[config.mk]
export PLATFORM = sky130hd
export DESIGN_NAME = vg_sequencer
export DESIGN_NICKNAME = d
export VERILOG_FILES = /design/src/rtl/vgs_pkg.sv /design/src/rtl/vgs_cond_eval.sv /design/src/rtl/vgs_regfile.sv /design/src/rtl/vgs_ctrl.sv /design/src/rtl/vg_sequencer.sv
export SDC_FILE = /design/constraint.sdc
export NUM_CORES = 1
export LEC_CHECK = 0
export BUFFER_PORTS_ARGS = -buffer_cell sky130_fd_sc_hd__buf_4
export CAP_MARGIN = 20
export CORE_ASPECT_RATIO = 0.6
export CORE_MARGIN = 5
export CORE_UTILIZATION = 53
export DETAILED_ROUTE_END_ITERATION = 8
export PLACE_DENSITY = 0.81
export SLEW_MARGIN = 20
export SYNTH_ARGS = -nofsm -noshare
export SYNTH_HDL_FRONTEND = slang
export SYNTH_SLANG_ARGS = --single-unit
[constraint.sdc]
create_clock -name clk -period 2.47 [get_ports clk]
set_input_delay 0.494 -clock clk [delete_from_list [all_inputs] [get_ports clk]]
set_output_delay 0.494 -clock clk [all_outputs]
set_load 0.02 [all_outputs]
[src/rtl/vgs_pkg.sv]
// Package: shared instruction fields, encodings and reset values of the
// voice group sequencer. Assumes 16-bit instruction words.
package vgs_pkg;
    localparam int GRP_W  = 8;   // 256 voice groups
    localparam int VEC_W  = 3;   // 8 hardware vectors
    localparam int WORD_W = 16;
    localparam int TRIG_N = 4;

    typedef enum logic [1:0] {
        OP_END = 2'd0,
        OP_LD  = 2'd1,
        OP_JPD = 2'd2,
        OP_JPR = 2'd3
    } vgs_op_e;

    typedef enum logic [1:0] {
        RS_PTR  = 2'd0,
        RS_EN   = 2'd1,
        RS_STOP = 2'd2,
        RS_MODE = 2'd3
    } vgs_reg_e;

    typedef struct packed {
        vgs_op_e     op;
        vgs_reg_e    rsel;
        logic [3:0]  cond;
        logic [7:0]  arg;
    } vgs_insn_t;

    localparam logic [3:0] CND_ALWAYS = 4'h0;
    localparam logic [3:0] CND_LAST   = 4'h1;

    localparam logic [7:0] PTR_RST  = 8'h00;
    localparam logic [7:0] EN_RST   = 8'hFF;
    localparam logic [2:0] STOP_RST = 3'b111;
    localparam logic [3:0] MODE_RST = 4'hF;
endpackage

[src/rtl/vgs_cond_eval.sv]
// Condition evaluator: decides whether an instruction's condition holds.
// Assumes the cond field layout of vgs_pkg; purely combinational.
module vgs_cond_eval
    import vgs_pkg::*;
#(
    parameter int NTRIG = TRIG_N
) (
    input  logic [3:0]       cond,
    input  logic             last_rep,
    input  logic [NTRIG-1:0] trig_lvl,
    output logic             cond_ok
);
    logic [NTRIG-1:0] lvl_hit;

    // one comparator per trigger: selected and at the requested level
    for (genvar i = 0; i < NTRIG; i++) begin : g_trig
        assign lvl_hit[i] = (cond[1:0] == 2'(i)) && (trig_lvl[i] == cond[2]);
    end

    // select the condition class
    always_comb begin
        if (cond[3])                  cond_ok = |lvl_hit;
        else if (cond == CND_ALWAYS)  cond_ok = 1'b1;
        else if (cond == CND_LAST)    cond_ok = last_rep;
        else                          cond_ok = 1'b0;
    end
endmodule

[src/rtl/vgs_regfile.sv]
// Control register file: pointer, enable mask, stop levels and mode nibble.
// Assumes wr_en is one-hot or zero; the write takes effect on the next edge.
module vgs_regfile
    import vgs_pkg::*;
(
    input  logic       clk,
    input  logic       rst_n,
    input  logic [3:0] wr_en,
    input  logic [7:0] wr_data,
    output logic [7:0] ptr_q,
    output logic [7:0] en_q,
    output logic [2:0] stop_q,
    output logic [3:0] mode_q
);
    // pointer and enable mask hold full bytes
    always_ff @(posedge clk) begin
        if (!rst_n) begin
            ptr_q <= PTR_RST;
            en_q  <= EN_RST;
        end else begin
            if (wr_en[RS_PTR]) ptr_q <= wr_data;
            if (wr_en[RS_EN])  en_q  <= wr_data;
        end
    end

    // stop keeps its low three bits, mode its upper nibble
    always_ff @(posedge clk) begin
        if (!rst_n) begin
            stop_q <= STOP_RST;
            mode_q <= MODE_RST;
        end else begin
            if (wr_en[RS_STOP]) stop_q <= wr_data[2:0];
            if (wr_en[RS_MODE]) mode_q <= wr_data[7:4];
        end
    end


    one_reg_write_chk: assert property (@(posedge clk) disable iff (!rst_n)
        $onehot0(wr_en));


    stop_hold_chk: assert property (@(posedge clk) disable iff (!rst_n)
        !wr_en[RS_STOP] |=> $stable(stop_q));
endmodule

[src/rtl/vgs_ctrl.sv]
// Sequencer control: power-on delay, group/offset pointer, fetch handshake
// and instruction dispatch. Assumes memory holds mem_addr stable-addressed
// reads with any latency and returns one mem_valid pulse per word.
module vgs_ctrl
    import vgs_pkg::*;
#(
    parameter int OFS_W      = 4,
    parameter int POI_CYCLES = 480000,
    parameter int POI_GROUP  = 32,
    localparam int ADDR_W    = GRP_W + OFS_W,
    localparam int CNT_W     = $clog2(POI_CYCLES + 1)
) (
    input  logic              clk,
    input  logic              rst_n,
    input  logic              irq_req,
    input  logic [VEC_W-1:0]  irq_vec,
    input  logic              mem_valid,
    input  logic [WORD_W-1:0] mem_data,
    input  logic              cond_ok,
    input  logic [7:0]        ptr_val,
    output logic              mem_req,
    output logic [ADDR_W-1:0] mem_addr,
    output logic [3:0]        wr_en,
    output logic [7:0]        wr_data
);
    typedef enum logic [1:0] {ST_WAIT, ST_FETCH, ST_HALT} st_e;

    st_e              st_q;
    logic [GRP_W-1:0] grp_q;
    logic [OFS_W-1:0] ofs_q;
    logic [CNT_W-1:0] cnt_q;
    vgs_insn_t        insn;
    logic             take, mode_ld, fire, is_jump, poi_done;
    logic [GRP_W-1:0] jp_tgt;

    assign insn     = vgs_insn_t'(mem_data);
    assign take     = (st_q == ST_FETCH) && mem_valid && !irq_req;
    assign mode_ld  = (insn.op == OP_LD) && (insn.rsel == RS_MODE);
    assign fire     = take && (cond_ok || mode_ld);
    assign is_jump  = (insn.op == OP_JPD) || (insn.op == OP_JPR);
    assign poi_done = (cnt_q == CNT_W'(POI_CYCLES - 1));

    // jump target: direct form drops arg[7], indirect uses the pointer
    always_comb begin
        if (insn.op == OP_JPD) jp_tgt = {1'b0, insn.arg[6:0]};
        else                   jp_tgt = ptr_val;
    end

    // register write strobes for an executed load
    always_comb begin
        wr_en   = 4'b0000;
        wr_data = insn.arg;
        if (fire && (insn.op == OP_LD)) wr_en = 4'b0001 << insn.rsel;
    end

    // power-on delay counter, counting only while waiting
    always_ff @(posedge clk) begin
        if (!rst_n)                              cnt_q <= '0;
        else if (st_q == ST_WAIT && !poi_done)   cnt_q <= cnt_q + 1'b1;
    end

    // state and program pointer; an interrupt overrides everything
    always_ff @(posedge clk) begin
        if (!rst_n) begin
            st_q  <= ST_WAIT;
            grp_q <= GRP_W'(POI_GROUP);
            ofs_q <= '0;
        end else if (irq_req) begin
            st_q  <= ST_FETCH;
            grp_q <= {{(GRP_W-VEC_W){1'b0}}, irq_vec};
            ofs_q <= '0;
        end else begin
            case (st_q)
                ST_WAIT: begin
                    if (poi_done) st_q <= ST_FETCH;
                end
                ST_FETCH: begin
                    if (take) begin
                        if (insn.op == OP_END) begin
                            st_q <= ST_HALT;
                        end else if (fire && is_jump) begin
                            grp_q <= jp_tgt;
                            ofs_q <= '0;
                        end else if (ofs_q == {OFS_W{1'b1}}) begin
                            st_q <= ST_HALT;
                        end else begin
                            ofs_q <= ofs_q + 1'b1;
                        end
                    end
                end
                default: st_q <= ST_HALT;
            endcase
        end
    end

    assign mem_req  = (st_q == ST_FETCH);
    assign mem_addr = {grp_q, ofs_q};


    addr_hold_chk: assert property (@(posedge clk) disable iff (!rst_n)
        (mem_req && !mem_valid && !irq_req) |=> (mem_req && $stable(mem_addr)));


    group_end_halt_chk: assert property (@(posedge clk) disable iff (!rst_n)
        (take && ofs_q == {OFS_W{1'b1}} && insn.op == OP_LD) |=> !mem_req);
endmodule

[src/rtl/vg_sequencer.sv]
// Top: voice group program sequencer. Wires the control FSM, condition
// evaluator and register file. Assumes irq_req comes from a trigger block
// that already applied the enable mask; requests are always accepted.
module vg_sequencer
    import vgs_pkg::*;
#(
    parameter int OFS_W      = 4,
    parameter int POI_CYCLES = 480000,
    parameter int POI_GROUP  = 32,
    localparam int ADDR_W    = GRP_W + OFS_W
) (
    input  logic              clk,
    input  logic              rst_n,
    output logic              mem_req,
    output logic [ADDR_W-1:0] mem_addr,
    input  logic              mem_valid,
    input  logic [WORD_W-1:0] mem_data,
    input  logic              irq_req,
    input  logic [VEC_W-1:0]  irq_vec,
    output logic              irq_ack,
    input  logic [TRIG_N-1:0] trig_lvl,
    input  logic              last_rep,
    output logic [7:0]        r0_val,
    output logic [7:0]        en_mask,
    output logic [3:0]        mode_bits,
    output logic [2:0]        stop_pins
);
    logic       cond_ok;
    logic [3:0] wr_en;
    logic [7:0] wr_data;
    vgs_insn_t  insn;

    assign insn    = vgs_insn_t'(mem_data);
    assign irq_ack = irq_req;

    vgs_cond_eval #(.NTRIG(TRIG_N)) u_cond (
        .cond     (insn.cond),
        .last_rep (last_rep),
        .trig_lvl (trig_lvl),
        .cond_ok  (cond_ok)
    );

    vgs_ctrl #(
        .OFS_W      (OFS_W),
        .POI_CYCLES (POI_CYCLES),
        .POI_GROUP  (POI_GROUP)
    ) u_ctrl (
        .clk       (clk),
        .rst_n     (rst_n),
        .irq_req   (irq_req),
        .irq_vec   (irq_vec),
        .mem_valid (mem_valid),
        .mem_data  (mem_data),
        .cond_ok   (cond_ok),
        .ptr_val   (r0_val),
        .mem_req   (mem_req),
        .mem_addr  (mem_addr),
        .wr_en     (wr_en),
        .wr_data   (wr_data)
    );

    vgs_regfile u_regs (
        .clk     (clk),
        .rst_n   (rst_n),
        .wr_en   (wr_en),
        .wr_data (wr_data),
        .ptr_q   (r0_val),
        .en_q    (en_mask),
        .stop_q  (stop_pins),
        .mode_q  (mode_bits)
    );


    vector_entry_chk: assert property (@(posedge clk) disable iff (!rst_n)
        irq_req |=> (mem_req &&
            mem_addr == {{(GRP_W-VEC_W){1'b0}}, $past(irq_vec), {OFS_W{1'b0}}}));


    end_stops_chk: assert property (@(posedge clk) disable iff (!rst_n)
        (mem_req && mem_valid && !irq_req && insn.op == OP_END) |=> !mem_req);


    stop_load_chk: assert property (@(posedge clk) disable iff (!rst_n)
        (mem_req && mem_valid && !irq_req && insn.op == OP_LD &&
         insn.rsel == RS_STOP && insn.cond == CND_ALWAYS)
        |=> (stop_pins == $past(mem_data[2:0])));
endmodule

==> results of run 1 <==
-- sequential cells by signal, summed over array words and instances (netlist names) --
| register | count |
|---|---|
| u_ctrl.cnt_q | 19 |
| u_ctrl.st_q | 2 |
| u_regs.en_q | 8 |
| u_regs.ptr_q | 8 |
| u_regs.stop_q | 3 |
| u_ctrl.grp_q | 8 |
| u_regs.mode_q | 4 |
| u_ctrl.ofs_q | 4 |
-- final timing paths --
check                     endpoint  slack (ns)  cells past startpoint
setup / recovery  u_ctrl.cnt_q[15]        0.34                      7
setup reg to reg  u_ctrl.cnt_q[15]        0.34                      7
hold / removal     u_ctrl.grp_q[2]        0.42                      3
hold reg to reg    u_regs.ptr_q[1]        0.50                      2
-- metrics by stage --
step / utilization [%] / total power (W) / cells / hold WS (ns) / worst slack, ns
floorplan: - / 0.00106 / 316 / 0.455 / 0.430
global placement: 65.3 / 0.00115 / 439 / 0.468 / 0.358
detailed placement: 65.3 / 0.00116 / 439 / 0.481 / 0.248
CTS: 66.9 / 0.00162 / 446 / 0.414 / 0.357
global route: 66.9 / 0.00167 / 446 / 0.438 / 0.193
finish: 66.9 / 0.00162 / 446 / 0.417 / 0.345
-- synth_stat cells (3+ instances only) --
library cell   n
a21oi_1       22
inv_1          7
mux2_2         3
nor2_1        19
o21ai_0       27
dfxtp_1       56
nand2_1       16
a211oi_1       4
xor2_1         6
clkbuf_1      14
or4_1          5
o31ai_1        3
mux2i_1        9
nor4_1         6
xnor2_1        6
or4b_1         3
buf_2          3
o211ai_1       6
nand3_1       40
nand4_1        5
nand2b_1       5
nor3_1        12
-- critical path, stage by stage (launching register included) --
cell and delay [ns]:
dfxtp_1 0.36, or3b_2 0.47, nor4_1 0.38, buf_4 0.24, a2111oi_2 0.08, buf_4 0.19, a31o_2 0.24, a21oi_1 0.11
-- per-layer routing --
layer / GRT usage (%) / up-vias / part of all wire (%) / wire (um)
li1: - / 1291 / - / -
met1: 32.7 / 1244 / 48 / 3480
met2: 32.7 / 104 / 43 / 3170
met3: 6.13 / 14 / 7.4 / 540
met4: 6.63 / 0 / 1.3 / 97
met5: 0 / - / 0 / 0
-- kinds of logic (layout without fill, tap and decap cells) --
| family | Yosys count | count (layout) | share of synthesized area (%) |
|---|---|---|---|
| mux | 12 | 12 | 4.62 |
| fa+ha+maj | 2 | 2 | 0.934 |
| simple gates | 128 | 128 | 25.9 |
| compound gates | 77 | 77 | 18.1 |
| xor+xnor | 12 | 12 | 3.92 |
| buf+inv | 29 | 93 | 4.72 |
| flops | 56 | 56 | 41.8 |
-- final cells by class --
cell class | count | area [um2]
fillers | 423 | 1650
multi-input cells | 231 | 1430
flip-flops and latches | 56 | 1120
repair buffers | 78 | 586
well taps | 66 | 82.6
clock buffers | 6 | 72.6
inverters | 8 | 30.0
clock inverters | 1 | 5.00
-- power groups by stage --
stage	Clock (W)	Sequential, W	Combinational [W]
global placement	0	0.000947	0.000204
CTS	0.000479	0.000927	0.000209
detailed placement	0	0.000947	0.000208
finish	0.000477	0.000927	0.000212
global route	0.000513	0.000929	0.000232
floorplan	0	0.000952	0.000110
==> results.json, run 1 <==
{
  "crit_start": "u_ctrl.cnt_q[10]",
  "synth_top_cell_by_area": "dfxtp_1",
  "grt.total_usage_pct": 22.6,
  "fmax_mhz": 470,
  "max_cap_viol_count": 0,
  "die-area_um2": 6630,
  "grt.overflow.total": 0,
  "routed_wl_mm": 7.29,
  "crit_fanout": 8,
  "critPathArrivalTime_ns": 2.37,
  "fin_tns_setup_ns": 0,
  "grt_max_degree": 26,
  "drive_above_1_share_pct": 25.0,
  "die_x_um": 102,
  "hold_violations": 0,
  "first_pass_iters": 5,
  "syn-num-nets": 346,
  "antenna_cells": 0,
  "grt_setup_unrepaired": "no",
  "outcome": "finished, final reports clean",
  "tightest_slew_ns": 0.486,
  "final_area_um2": 3330,
  "cp.required_ns": 2.72,
  "pwr-share-clk_pct": 29.5,
  "start_util_pct": 53.8,
  "synth-edff-count": 0,
  "drc": 0,
  "synthCells": 316,
  "netlist.area_leader.share_pct": 41.8,
  "cts_setup_buffers": 0,
  "wl_per_cell_um": 16.3,
  "worst_clock_skew_ns": 0.00605,
  "cts_resized": 0,
  "detail_route.vias_per_cell": 5.95,
  "detail-route-antenna-nets": 0,
  "timing.rr.start": "u_ctrl.cnt_q[10]",
  "p_sw_w": 0.000420,
  "h-tree-depth": 2,
  "ios": 65,
  "routed-via-count": 2653,
  "avgSynthCellArea_um2": 8.48,
  "gp_congestion": 0.925,
  "numPortBuffers": 64,
  "drt-initial-drc-count": 215,
  "placed_cell_area_um2": 3250,
  "hold_buffers": 0,
  "final_nets": 410,
  "cts_tree": "done",
  "maxSlewHeadroom_pct": 67.3,
  "post-route-period-util_pct": 86.0,
  "layout_common_cells": "78 x buf_4, 56 x dfxtp_1, 40 x nand3_1",
  "die_h_um": 65.1,
  "async_flop_share_pct": 0,
  "cp-end-kind": "flop",
  "cts_buffer_depth": 2,
  "core_area_um2": 4980,
  "cts_made_buffers": 5,
  "syn_to_final_growth_pct": 24.2,
  "hp-start": "irq_vec[2]",
  "synth_flop_cell": "dfxtp_1",
  "cp-start-kind": "flop",
  "synth_warnings": 0,
  "layout_min_cycle_time_ns": 2.13,
  "rows": 20,
  "comb_power_share_pct": 13.1,
  "cts.clk_slew.worst_paths_ns": 0.09,
  "setup_viol": 0,
  "ys_seq_area_share_pct": 41.8,
  "root_buffer": "clkbuf_8",
  "antenna_found_initial": 0,
  "seq_power_share_pct": 57.4,
  "path_class": "reg2reg",
  "yosysUniqueCellTypes": 52,
  "power.leakage_nw": 1.24,
  "powerDensity_nw_per_um2": 485,
  "synthTopCellsByArea": "dfxtp_1 42%, nand3_1 7.5%, o21ai_0 5.0%",
  "grt_pass1_wl_mm": 11.8,
  "final_common_cell": "buf_4",
  "cts.sinks": 56,
  "hpwl_mm": 5.53,
  "grt_pass1_vias": 2461,
  "hold_class": "in2reg",
  "switching_share_pct": 26.0,
  "irDropWorstVdd_v": 0.000281,
  "clk_latency_ns": 0.31,
  "slew_viol_final": 0,
  "synthesis.area_um2": 2680,
  "yosys_register_bits": 56,
  "intPower_w": 0.00120
}
Note: power is estimated with default switching activity, not from simulation.
==> inputs of run 2 (changes only) <==
--- a/config.mk
+++ b/config.mk
@@ -7,9 +7,11 @@
 export LEC_CHECK = 0
 export BUFFER_PORTS_ARGS = -buffer_cell sky130_fd_sc_hd__buf_4
 export CAP_MARGIN = 20
-export CORE_ASPECT_RATIO = 0.6
+export CELL_PAD_IN_SITES_DETAIL_PLACEMENT = 0
+export CELL_PAD_IN_SITES_GLOBAL_PLACEMENT = 1
+export CORE_ASPECT_RATIO = 0.7
 export CORE_MARGIN = 5
-export CORE_UTILIZATION = 53
+export CORE_UTILIZATION = 39
 export DETAILED_ROUTE_END_ITERATION = 8
 export PLACE_DENSITY = 0.81
 export SLEW_MARGIN = 20
==> run 2 against run 1 <==
  * Sequential cell count unchanged
  * Count of clock-buffer cells in the layout up 1
  * Clock power up 38%
  * Sequential share of layout area down 0.83 points
  * Combinational power about the same
  * Critical path type unchanged
  * Critical endpoint unchanged
  * Largest cell class unchanged
==> results.json, run 2 (same netlist as run 1, synthesis figures left out) <==
{
  "setup_viol": 0,
  "max_cap_viol_count": 0,
  "cts.clk_slew.worst_paths_ns": 0.11,
  "routed_wl_mm": 7.50,
  "clk_latency_ns": 0.31,
  "numPortBuffers": 64,
  "regMostFlops": "u_ctrl.cnt_q",
  "root_buffer": "clkbuf_8",
  "place_ws_ns": 0.209,
  "fmax_mhz": 474,
  "drc": 0,
  "grt.total_usage_pct": 17.3,
  "power.leakage_nw": 1.26,
  "hold_buffers": 0,
  "powerDensity_nw_per_um2": 527,
  "layout_common_cells": "78 x buf_4, 56 x dfxtp_1, 40 x nand3_1",
  "syn_to_final_growth_pct": 27.4,
  "path_class": "reg2reg",
  "hold_depth": 3,
  "cts_buffer_depth": 2,
  "hold_class": "in2reg",
  "slew_viol_final": 0,
  "grt_max_degree": 26,
  "start_util_pct": 39.9,
  "detail_route.vias_per_cell": 5.49,
  "cts_tree": "done",
  "critPathArrivalTime_ns": 2.35,
  "worst_clock_skew_ns": 0.0111,
  "first_pass_iters": 4,
  "die_h_um": 79.4,
  "cts.sinks": 56,
  "worst_slack_ns": 0.362,
  "maxSlewHeadroom_pct": 64.6,
  "grt_setup_unrepaired": "no",
  "placed_cell_area_um2": 3290,
  "placed_cells": 467,
  "r2r_slack_ns": 0.36,
  "h-tree-depth": 2,
  "cts_setup_buffers": 0,
  "rows": 25,
  "grt.overflow.total": 0,
  "antenna_found_initial": 0,
  "final_common_cell": "buf_4",
  "cts_made_buffers": 5,
  "ff2ff_path_depth": 7,
  "detail-route-antenna-nets": 0,
  "cts_resized": 0,
  "wl_per_cell_um": 15.8,
  "grt_pass1_vias": 2330,
  "hold_ws_ns": 0.429,
  "core_area_um2": 6730,
  "final_nets": 410,
  "gp_congestion": 0.799,
  "crit_fanout": 7,
  "drt-initial-drc-count": 127,
  "layout_min_cycle_time_ns": 2.11,
  "fin_tns_setup_ns": 0,
  "die-area_um2": 8660,
  "cp-start-kind": "flop",
  "largest_reg_flops": 19,
  "antenna_cells": 0,
  "routed-via-count": 2607,
  "hpwl_mm": 5.67,
  "ios": 65,
  "grt_pass1_wl_mm": 11.9,
  "cp.required_ns": 2.71,
  "irDropWorstVdd_v": 0.000309,
  "fin_cells": 475,
  "outcome": "finished, final reports clean",
  "cp-end-kind": "flop",
  "drive_above_1_share_pct": 25.5,
  "final_area_um2": 3410,
  "hold_violations": 0,
  "die_x_um": 109,
  "post-route-period-util_pct": 85.3,
  "tightest_slew_ns": 0.526
}
## run 2: changes by cell type in the layout (fill, tap and decap cells not counted)
cell       before  now
clkbuf_8        5    7
clkbuf_1        1    0
clkinv_2        1    0
bufinv_16       0    1
## run 2: report_power, final
| part | leakage [nW] | switching, W | internal, W |
|---|---|---|---|
| combinational | 0.742 | 0.000127 | 0.0000860 |
| sequential | 0.453 | 0.0000107 | 0.000916 |
| clock | 0.0645 | 0.000300 | 0.000358 |
| total | 1.26 | 0.000438 | 0.00136 |
## run 2: stage by stage
stage / power [W] / util, %
6_report: 0.00180 / 50.8
5_1_grt: 0.00188 / 50.8
4_1_cts: 0.00181 / 50.8
3_5_place_dp: 0.00116 / 48.9
3_3_place_gp: 0.00115 / 48.9
2_1_floorplan: 0.00106 / -
## run 2: layer usage
metal / GRT usage [%] / routed length, um
met5: 0 / 0
met4: 4.79 / 96
met3: 4.47 / 458
met2: 23.0 / 2950
met1: 26.8 / 3990
## run 2: layout make-up
type	instances	area, um2
timing repair buffer	78	586
fill	664	3310
clock buffer	7	96.3
inverter	8	30.0
tap	94	118
clock inverter	1	30.0
sequential	56	1120
multi-input combinational	231	1430
## run 2: worst max-delay path, cell delays in order (launching register included)
cell       delay (ns)
dfxtp_1          0.38
or3b_2           0.46
nor4_1           0.35
buf_4            0.23
a2111oi_2        0.08
buf_4            0.18
a31o_2           0.23
a21oi_1          0.13
## run 2: final timing paths
check	from	endpoint
max reg2reg	u_ctrl.cnt_q[12]	u_ctrl.cnt_q[15]
max	u_ctrl.cnt_q[12]	u_ctrl.cnt_q[15]
min reg2reg	u_regs.en_q[7]	u_regs.en_q[7]
min	irq_vec[2]	u_ctrl.grp_q[2]
